[src/rtl/dec_conv_pkg.sv]
package dec_conv_pkg;
  localparam int unsigned BYTE_W = 8;
  localparam int unsigned NIB_W  = BYTE_W / 2;

  localparam logic [NIB_W-1:0] SIGN_PLUS   = 4'hC;
  localparam logic [NIB_W-1:0] SIGN_MINUS  = 4'hD;
  localparam logic [NIB_W-1:0] SIGN_MINUS2 = 4'hB;
  localparam logic [NIB_W-1:0] ZONE_ASCII  = 4'h3;
  localparam logic [NIB_W-1:0] ZONE_EBCDIC = 4'hF;
  localparam logic [NIB_W-1:0] DIGIT_MAX   = 4'h9;

  typedef struct packed {
    logic              err;
    logic              last;
    logic [BYTE_W-1:0] data;
  } beat_t;

  function automatic logic bad_digit(input logic [NIB_W-1:0] d);
    return d > DIGIT_MAX;
  endfunction
endpackage

[src/rtl/dec_packer.sv]
module dec_packer
  import dec_conv_pkg::*;
(
  input  logic              clk_i,
  input  logic              rst_ni,
  input  logic              adv_i,
  input  logic [BYTE_W-1:0] data_i,
  input  logic              last_i,
  output logic              emit_o,
  output beat_t             beat_o,
  output logic              busy_o
);
  logic             first_q, half_q, half_bad_q;
  logic [NIB_W-1:0] half_d_q;
  logic [NIB_W-1:0] digit, zone, sign_c;

  assign digit  = data_i[NIB_W-1:0];
  assign zone   = data_i[BYTE_W-1:NIB_W];
  assign sign_c = (zone == SIGN_MINUS || zone == SIGN_MINUS2) ? SIGN_MINUS : SIGN_PLUS;
  assign busy_o = !first_q;

  always_comb begin
    emit_o      = 1'b1;
    beat_o.last = last_i;
    if (first_q) begin
      beat_o.data = {digit, sign_c};
      beat_o.err  = bad_digit(digit);
    end else if (half_q) begin
      beat_o.data = {digit, half_d_q};
      beat_o.err  = bad_digit(digit) | half_bad_q;
    end else begin
      // lone digit: emitted only as zero-padded top byte
      emit_o      = last_i;
      beat_o.data = {{NIB_W{1'b0}}, digit};
      beat_o.err  = bad_digit(digit);
    end
  end

  always_ff @(posedge clk_i or negedge rst_ni) begin
    if (!rst_ni) begin
      first_q    <= 1'b1;
      half_q     <= 1'b0;
      half_bad_q <= 1'b0;
      half_d_q   <= '0;
    end else if (adv_i) begin
      if (first_q) begin
        first_q <= last_i;
        half_q  <= 1'b0;
      end else if (half_q) begin
        half_q  <= 1'b0;
        first_q <= last_i;
      end else if (last_i) begin
        first_q <= 1'b1;
      end else begin
        half_q     <= 1'b1;
        half_d_q   <= digit;
        half_bad_q <= bad_digit(digit);
      end
    end
  end

  // frame-opening byte always carries a generated sign code
  a_r2_sign_code: assert property (@(posedge clk_i) disable iff (!rst_ni)
    adv_i && first_q |-> (beat_o.data[NIB_W-1:0] == SIGN_PLUS || beat_o.data[NIB_W-1:0] == SIGN_MINUS));
  // an unpaired middle digit is held for the next byte
  a_r3_half_held: assert property (@(posedge clk_i) disable iff (!rst_ni)
    adv_i && !first_q && !half_q && !last_i |=> half_q && !first_q);
  // pending digit never survives a frame end
  a_r4_no_stale_half: assert property (@(posedge clk_i) disable iff (!rst_ni)
    adv_i && last_i |=> !half_q && first_q);
endmodule

[src/rtl/dec_unpacker.sv]
module dec_unpacker
  import dec_conv_pkg::*;
(
  input  logic              clk_i,
  input  logic              rst_ni,
  input  logic              step_i,
  input  logic              ebcdic_i,
  input  logic [BYTE_W-1:0] data_i,
  input  logic              last_i,
  output logic              take_o,
  output beat_t             beat_o,
  output logic              busy_o
);
  logic             first_q, phase_q, mode_q;
  logic [NIB_W-1:0] zone, nib;

  assign take_o = first_q | phase_q;
  assign busy_o = !first_q;
  assign zone   = mode_q ? ZONE_EBCDIC : ZONE_ASCII;
  assign nib    = phase_q ? data_i[BYTE_W-1:NIB_W] : data_i[NIB_W-1:0];

  always_comb begin
    if (first_q) begin
      beat_o.data = {data_i[NIB_W-1:0], data_i[BYTE_W-1:NIB_W]};
      beat_o.err  = bad_digit(data_i[BYTE_W-1:NIB_W]);
      beat_o.last = last_i;
    end else begin
      beat_o.data = {zone, nib};
      beat_o.err  = bad_digit(nib);
      beat_o.last = phase_q & last_i;
    end
  end

  always_ff @(posedge clk_i or negedge rst_ni) begin
    if (!rst_ni) begin
      first_q <= 1'b1;
      phase_q <= 1'b0;
      mode_q  <= 1'b0;
    end else if (step_i) begin
      if (first_q) begin
        first_q <= last_i;
        mode_q  <= ebcdic_i;
        phase_q <= 1'b0;
      end else if (!phase_q) begin
        phase_q <= 1'b1;
      end else begin
        phase_q <= 1'b0;
        first_q <= last_i;
      end
    end
  end

  // low nibble is always followed by the high nibble of the same byte
  a_r7_phase_follows: assert property (@(posedge clk_i) disable iff (!rst_ni)
    step_i && !first_q && !phase_q |=> phase_q && !first_q);
  // low-nibble beat can never close a frame
  a_r5_low_not_last: assert property (@(posedge clk_i) disable iff (!rst_ni)
    step_i && !first_q && !phase_q |-> !beat_o.last);
  // mode held across the frame body
  a_r8_mode_held: assert property (@(posedge clk_i) disable iff (!rst_ni)
    !first_q && !(step_i && phase_q && last_i) |=> $stable(mode_q));
endmodule

[src/rtl/dec_out_reg.sv]
module dec_out_reg
  import dec_conv_pkg::*;
(
  input  logic  clk_i,
  input  logic  rst_ni,
  input  logic  load_i,
  input  logic  ready_i,
  input  beat_t beat_i,
  output logic  open_o,
  output logic  valid_o,
  output beat_t beat_o
);
  assign open_o = !valid_o || ready_i;

  always_ff @(posedge clk_i or negedge rst_ni) begin
    if (!rst_ni) begin
      valid_o <= 1'b0;
      beat_o  <= '0;
    end else if (open_o) begin
      valid_o <= load_i;
      if (load_i) beat_o <= beat_i;
    end
  end

  // stalled beat must not change or vanish
  a_r11_stall_hold: assert property (@(posedge clk_i) disable iff (!rst_ni)
    valid_o && !ready_i |=> valid_o && $stable(beat_o));
endmodule

[src/rtl/dec_conv.sv]
module dec_conv
  import dec_conv_pkg::*;
(
  input  logic              clk_i,
  input  logic              rst_ni,
  input  logic              dir_i,
  input  logic              ebcdic_i,
  input  logic              in_valid_i,
  output logic              in_ready_o,
  input  logic [BYTE_W-1:0] in_data_i,
  input  logic              in_last_i,
  output logic              out_valid_o,
  input  logic              out_ready_i,
  output logic [BYTE_W-1:0] out_data_o,
  output logic              out_last_o,
  output logic              out_err_o
);
  logic  open, fire, sel_unp;
  logic  pk_emit, pk_busy, up_take, up_busy;
  beat_t pk_beat, up_beat, nxt_beat, out_beat;

  // a frame in flight owns the datapath; otherwise dir_i picks
  assign sel_unp    = up_busy | (!pk_busy & dir_i);
  assign fire       = in_valid_i & open;
  assign in_ready_o = open & (sel_unp ? up_take : 1'b1);
  assign nxt_beat   = sel_unp ? up_beat : pk_beat;

  dec_packer u_pack (
    .clk_i  (clk_i),
    .rst_ni (rst_ni),
    .adv_i  (fire & !sel_unp),
    .data_i (in_data_i),
    .last_i (in_last_i),
    .emit_o (pk_emit),
    .beat_o (pk_beat),
    .busy_o (pk_busy)
  );

  dec_unpacker u_unpack (
    .clk_i    (clk_i),
    .rst_ni   (rst_ni),
    .step_i   (fire & sel_unp),
    .ebcdic_i (ebcdic_i),
    .data_i   (in_data_i),
    .last_i   (in_last_i),
    .take_o   (up_take),
    .beat_o   (up_beat),
    .busy_o   (up_busy)
  );

  dec_out_reg u_oreg (
    .clk_i   (clk_i),
    .rst_ni  (rst_ni),
    .load_i  (fire & (sel_unp | pk_emit)),
    .ready_i (out_ready_i),
    .beat_i  (nxt_beat),
    .open_o  (open),
    .valid_o (out_valid_o),
    .beat_o  (out_beat)
  );

  assign out_data_o = out_beat.data;
  assign out_last_o = out_beat.last;
  assign out_err_o  = out_beat.err;

  // never both directions mid-frame
  a_r8_single_owner: assert property (@(posedge clk_i) disable iff (!rst_ni)
    !(pk_busy && up_busy));
  // input never accepted while output is blocked
  a_r11_no_accept_blocked: assert property (@(posedge clk_i) disable iff (!rst_ni)
    out_valid_o && !out_ready_i |-> !in_ready_o);
endmodule

[config.mk]
export PLATFORM = sky130hd
export DESIGN_NAME = dec_conv
export DESIGN_NICKNAME = d
export VERILOG_FILES = /design/src/rtl/dec_conv_pkg.sv /design/src/rtl/dec_packer.sv /design/src/rtl/dec_unpacker.sv /design/src/rtl/dec_out_reg.sv /design/src/rtl/dec_conv.sv
export SDC_FILE = /design/constraint.sdc
export NUM_CORES = 1
export LEC_CHECK = 0
export ABC_AREA = 1
export BUFFER_PORTS_ARGS = -buffer_cell sky130_fd_sc_hd__buf_2
export CORE_ASPECT_RATIO = 1.4
export CORE_MARGIN = 8
export CORE_UTILIZATION = 35
export CTS_CLUSTER_SIZE = 25
export DETAILED_ROUTE_END_ITERATION = 16
export GPL_TIMING_DRIVEN = 0
export HOLD_SLACK_MARGIN = 0.15
export PLACE_DENSITY = 0.63
export SLEW_MARGIN = 5
export SYNTH_ARGS = -nofsm -noshare
export SYNTH_HDL_FRONTEND = slang
export SYNTH_SLANG_ARGS = --single-unit
[constraint.sdc]
create_clock -name clk_i -period 2.05 [get_ports clk_i]
set_clock_uncertainty 0.05 [all_clocks]
set_input_delay 0.3075 -clock clk_i [delete_from_list [all_inputs] [get_ports clk_i]]
set_output_delay 0.3075 -clock clk_i [all_outputs]
set_load 0.02 [all_outputs]
==> flow_summary.toml, run 1 <==
[cells_and_area]
area_growth_pct = 19.18
nFillCells = 369
drive_gt1_share_pct = 27.32
layout.nets = 210
final_cell_area_um2 = 1461
fin_cells = 234
antenna_cells = 0

[routing]
drt_iter0_markers = 41
vias = 1141
routedWlPerCell_um = 13.17
drc = 0
routed_wl_um = 3081
viasPerCell = 4.876
firstDrtPassIters = 4
ant_nets = 0

[synth]
yosysMostFrequentCell = "nand2_1"
yosysTopAreaCell = "dfrtp_1"
synth_cell_type_count = 19
synth_edf_count = 0
synth-seq-cells = 21
async_flop_share_pct = 100.0
synth_top_area_share_pct = 38.78
syn_nets = 178
synth_warnings = 0
seq_area_frac_synth_pct = 43.06
syn_avg_cell_area_um2 = 7.523
synth_ff_type = "dfrtp_1"
yosys-top-cells-count = "nand2_1 (61), dfrtp_1 (19), nor2_1 (16), o21ai_0 (16), inv_1 (11)"
netlist_area_um2 = 1226
ys_top_cells_by_area = "dfrtp_1 (39%), nand2_1 (19%), o21ai_0 (6.5%)"
synth_cells = 163

[die]
num_rows = 25
core_area_um2 = 3378
die_h_um = 86.03
initial_core_util_pct = 36.30
die-width_um = 66.03
dieArea_um2 = 5680
io_pins = 27

[clock_tree]
cts_tree = "built"
cts_root_buf = "clkbuf_8"
cts_num_sinks = 21
cts_buffers = 3
path_clk_slew_ns = 0.07
clock_latency_ns = 0.26
clk_path_buf_depth = 2
cts.htree.levels = 1
post_cts_buffers = 0

[critical_path]
path_buf_inv = 2
crit_path_max_fanout = 10
cp_top_family = "flip-flops"
crit_type = "reg -> out"
critPathMaxStageDelay_ns = 0.53
rr_worst_depth = 7
arrival_ns = 1.31
rr_startpoint = "u_pack.first_q"
end_kind = "output pin"
r2r_end = "u_unpack.mode_q"
cp.required_ns = 1.69
r2r_slack_ns = 0.51
crit_slowest_cell = "dfstp_2"
crit_chain = "buf_6, nor2_4, a21oi_1, buf_2"
crit_path_start_kind = "flip-flop"

[timing]
fin_setup_tns_ns = 0
setup_viol = 0
period_needed_ns = 1.668
period_share_pct = 81.36
max_freq_mhz = 599.6
finalHoldViolCount = 0
tightest_slew_ns = 0.4755
rsz0062_at_grt = "false"
slew_violations = 0
slew_headroom_pct = 68.30
fin_ws_ns = 0.3821

[grt]
antenna_found_initial = 0
grt_pass1_wl_um = 5402
overflow = 0
grt_usage_pct = 11.82
grt_max_degree = 22
grt_pass1_vias = 1233

[hold_path]
min_from = "ebcdic_i"
hold_path_end = "u_unpack.mode_q"
whs_path_depth = 3
worst_hold_path_type = "in -> reg"

[placed_design]
place_congestion = 0.8927
dp.cells = 229
dp_slack_ns = 0.5168
dpl_cell_area_um2 = 1406
dp_hpwl_um = 2462
portBuffers = 26

[power]
ir_drop_mv = 0.4762
p_leak_uw = 0.0007794
power_uw = 2118
p_per_area_nw_per_um2 = 1449

[run_status]
status = "complete, no violations"

[run]
drv_cap = 0
final cells by class:
cell class / count / area [um^2] / area share, %
buffer: 3 / 33.78 / 2.312
clock buffer: 4 / 45.04 / 3.082
sequential: 21 / 528.0 / 36.13
timing repair buffer: 27 / 140.1 / 9.589
multi-input combinational: 124 / 605.6 / 41.44
tap: 40 / 50.05 / 3.425
inverter: 15 / 58.81 / 4.024
metal layers:
metal / global-route usage, % / vias to the layer above / routed length (um)
li1: - / 576 / -
met1: 13.02 / 533 / 1259
met2: 21.00 / 27 / 1588
met3: 2.216 / 5 / 180
met4: 5.263 / 0 / 53
met5: 0 / - / 0
report_power, final:
group	internal (uW)	switching [uW]
logic	384	726
clock network	138	129
registers	618	123
total	1140	978
layout by cell type (no fill, tap or decap), types with 2 or more instances in the layout:
cell / count
o21ai_0: 16
nand3_1: 8
buf_6: 3
nor2_8: 2
nand2_1: 61
inv_2: 3
buf_2: 26
inv_1: 11
a21oi_1: 6
o21ai_2: 2
dfstp_2: 2
nand2_2: 6
dfrtp_1: 19
nor2_1: 16
clkbuf_8: 3
nand2_4: 3
sequential cells by signal, summed over array words and instances (netlist names):
| register | cells |
|---|---|
| u_unpack.first_q | 1 |
| u_pack.half_q | 1 |
| u_pack.half_bad_q | 1 |
| u_pack.first_q | 1 |
| u_oreg.valid_o | 1 |
| u_unpack.phase_q | 1 |
| u_pack.half_d_q | 4 |
| u_oreg.beat_o | 10 |
| u_unpack.mode_q | 1 |
worst max path at each step:
stage,startpoint,to,depth (start not counted)
6_report,u_unpack.first_q,in_ready_o,4
5_1_grt,u_unpack.first_q,in_ready_o,4
4_1_cts,u_unpack.first_q,in_ready_o,4
3_5_place_dp,u_pack.first_q,u_unpack.mode_q,7
3_3_place_gp,u_pack.first_q,u_unpack.mode_q,7
2_1_floorplan,u_unpack.first_q,in_ready_o,3
cell families (layout without fill, tap and decap cells):
logic type / after synthesis / after routing / share of synthesized area, %
buffers and inverters: 18 / 49 / 7.551
flip-flops: 21 / 21 / 43.06
AND/OR/NAND/NOR: 97 / 97 / 36.84
AO/OA/AOI/OAI: 27 / 27 / 12.55
through the flow:
stage | util [%] | hold WS (ns)
4_1_cts | 43.26 | 0.2372
5_1_grt | 43.26 | 0.2535
3_5_place_dp | 41.63 | 0.2426
6_report | 43.26 | 0.2331
3_3_place_gp | 41.63 | 0.2469
2_1_floorplan | - | -0.03809
worst register-to-register path: stages (launching register included):
cell and delay [ns]:
dfstp_2 0.58, nand2_1 0.06, nand2_1 0.16, inv_2 0.10, nor2_1 0.27, nand2_1 0.10
nand2_1 0.08, nand2_1 0.04
repair_timing:
action | in CTS | in global routing
hold buffers | 1 | 0
endpoints found under the hold margin | 19 | 0
gates resized for setup | 0 | 0
Power figures use the tool's default switching activity.
==> run 2: changes to the inputs <==
--- a/config.mk
+++ b/config.mk
@@ -14,7 +14,7 @@
 export DETAILED_ROUTE_END_ITERATION = 16
 export GPL_TIMING_DRIVEN = 0
 export HOLD_SLACK_MARGIN = 0.15
-export PLACE_DENSITY = 0.63
+export PLACE_DENSITY = 0.65
 export SLEW_MARGIN = 5
 export SYNTH_ARGS = -nofsm -noshare
 export SYNTH_HDL_FRONTEND = slang
==> constraint.sdc (replaced) <==
create_clock -name clk_i -period 1.5 [get_ports clk_i]
set_clock_uncertainty 0.05 [all_clocks]
set_input_delay 0.225 -clock clk_i [delete_from_list [all_inputs] [get_ports clk_i]]
set_output_delay 0.225 -clock clk_i [all_outputs]
set_load 0.02 [all_outputs]
==> run 2 against run 1 <==
Net effect: routed wire length is 6.5% higher; die area stayed put; combinational power is 48% higher; non-clock buffer count is 6 higher; core utilization is 2.0 points higher; final area is 4.5% higher; worst setup slack worse by 0.34 ns; via count is 3.6% higher; sequential power is 38% higher; highest routed layer unchanged.
==> flow_summary.toml, run 2 (synthesized netlist as in run 1, its figures left out) <==
[critical_path]
crit_type = "reg -> out"
end_kind = "output pin"
crit_path_max_fanout = 8
arrival_ns = 1.18
cp.required_ns = 1.22
rr_startpoint = "u_unpack.first_q"
crit_path_start_kind = "flip-flop"
startpoint = "u_unpack.first_q"

[cells_and_area]
top_regs = "u_oreg.beat_o (10), u_pack.half_d_q (4)"
fin_util_pct = 45.22
regArea_um2 = 528.0
largest_register = "u_oreg.beat_o"
layout_common_cells = "nand2_1 (60), buf_2 (25), dfrtp_1 (19)"
drive_gt1_share_pct = 31.00
area_growth_pct = 24.59
fin_cells = 240
antenna_cells = 0
final_common_cell = "nand2_1"
largest_register_ffs = 10
nFillCells = 362
layout.nets = 216
multi_input_area_um2 = 619.3

[timing]
tightest_slew_ns = 0.4911
max_freq_mhz = 686.4
period_needed_ns = 1.457
slew_violations = 0
slew_headroom_pct = 67.26
finalHoldViolCount = 0
setup_viol = 0
period_share_pct = 97.12

[clock_tree]
clock_latency_ns = 0.27
clk_path_buf_depth = 2
cts.htree.levels = 1
cts_root_buf = "clkbuf_8"
cts_num_sinks = 21
cts_tree = "built"
cts_buffers = 3
path_clk_slew_ns = 0.08

[hold_path]
min_from = "in_last_i"
worst_hold_path_type = "in -> reg"

[routing]
ant_nets = 0
viasPerCell = 4.925
drc = 0
firstDrtPassIters = 4
drt_iter0_markers = 51
routed_wl_um = 3280
vias = 1182
routedWlPerCell_um = 13.67

[power]
ir_drop_mv = 0.6962
clockPowerShare_pct = 12.6
p_sw_share_pct = 46.28
comb_power_share_pct = 53.7
switchingPower_uw = 1409
p_leak_uw = 0.0008236
p_per_area_nw_per_um2 = 1993
internal-power_uw = 1636
power_frac_seq_pct = 33.6

[grt]
grt_pass1_wl_um = 5554
overflow = 0
grt_usage_pct = 12.51
antenna_found_initial = 0
grt_pass1_vias = 1248
grt_max_degree = 22

[placed_design]
dp_hpwl_um = 2381
dp.cells = 229
place_congestion = 0.8615
portBuffers = 26

[die]
num_rows = 25
io_pins = 27
initial_core_util_pct = 36.30
dieArea_um2 = 5680
die_h_um = 86.03
die-width_um = 66.03
core_area_um2 = 3378

[run_status]
status = "complete, no violations"

[run]
drv_cap = 0
==> run 2: cell count changes in the layout (fill, tap and decap cells not counted), sizes merged <==
cell / previous run / this run
clkinv: 0 / 1
clkbuf: 4 / 3
dlygate4sd3: 1 / 2
buf: 29 / 34
==> run 2: final cells by class <==
cell class / count / area share, %
Multi-Input combinational cell: 124 / 40.54
Sequential cell: 21 / 34.56
Buffer: 1 / 0.7371
Inverter: 15 / 4.177
Tap cell: 40 / 3.276
Clock inverter: 1 / 0.3276
Clock buffer: 3 / 2.703
Timing Repair Buffer: 35 / 13.68
==> run 2: power by group through the flow <==
stage               logic (uW)  clock network, uW  registers (uW)
floorplan                  963                  0            1160
global placement          1520                  0            1010
detailed placement        1520                  0            1020
CTS                       1640                399            1010
global route              1840                425            1060
finish                    1640                385            1020
==> run 2: timing repair <==
item,in CTS,in global routing
cloned,0,0
endpoints found under the setup margin,1,16
hold endpoints to repair,20,0
hold buffers,2,0
pin swaps,2,1
resized for setup,4,5
buffers inserted,4,3
==> run 2: worst max-delay path, cell delays in order, from the launching register on <==
cell and delay [ns]:
dfstp_2 0.59, nor2_4 0.08, a21oi_2 0.10, buf_4 0.14
==> run 2: per-layer routing <==
metal / vias up / global-route usage [%] / wire (um)
met2: 48 / 20.28 / 1588
met3: 11 / 2.477 / 178
met1: 532 / 13.42 / 1358
met5: - / 0 / 0
met4: 0 / 10.53 / 155
li1: 591 / - / -
==> run 2: final timing paths <==
path,depth (start not counted),end,slack [ns]
min in group asynchronous,2,u_pack.half_bad_q,0.39
max in group asynchronous,2,u_pack.first_q,0.65
worst min-delay path,3,u_pack.first_q,0.17
worst max-delay path,3,in_ready_o,0.04
worst max register to register,7,u_oreg.beat_o[0],0.05
worst min register to register,2,u_pack.half_d_q[3],0.42
==> run 2: per-stage QoR <==
stage	hold WS (ns)	total power (uW)	instance area [um^2]	worst slack, ns	TNS, ns
after CTS	0.1515	3054	1515	-0.001841	-0.001841
after floorplan	-0.1206	2123	1226	0.1744	0
after global placement	0.1656	2526	1406	0.03360	0
after global routing	0.1937	3320	1528	-0.004973	-0.004973
after detailed placement	0.1704	2541	1406	0.02086	0
final	0.1671	3045	1528	0.04320	0
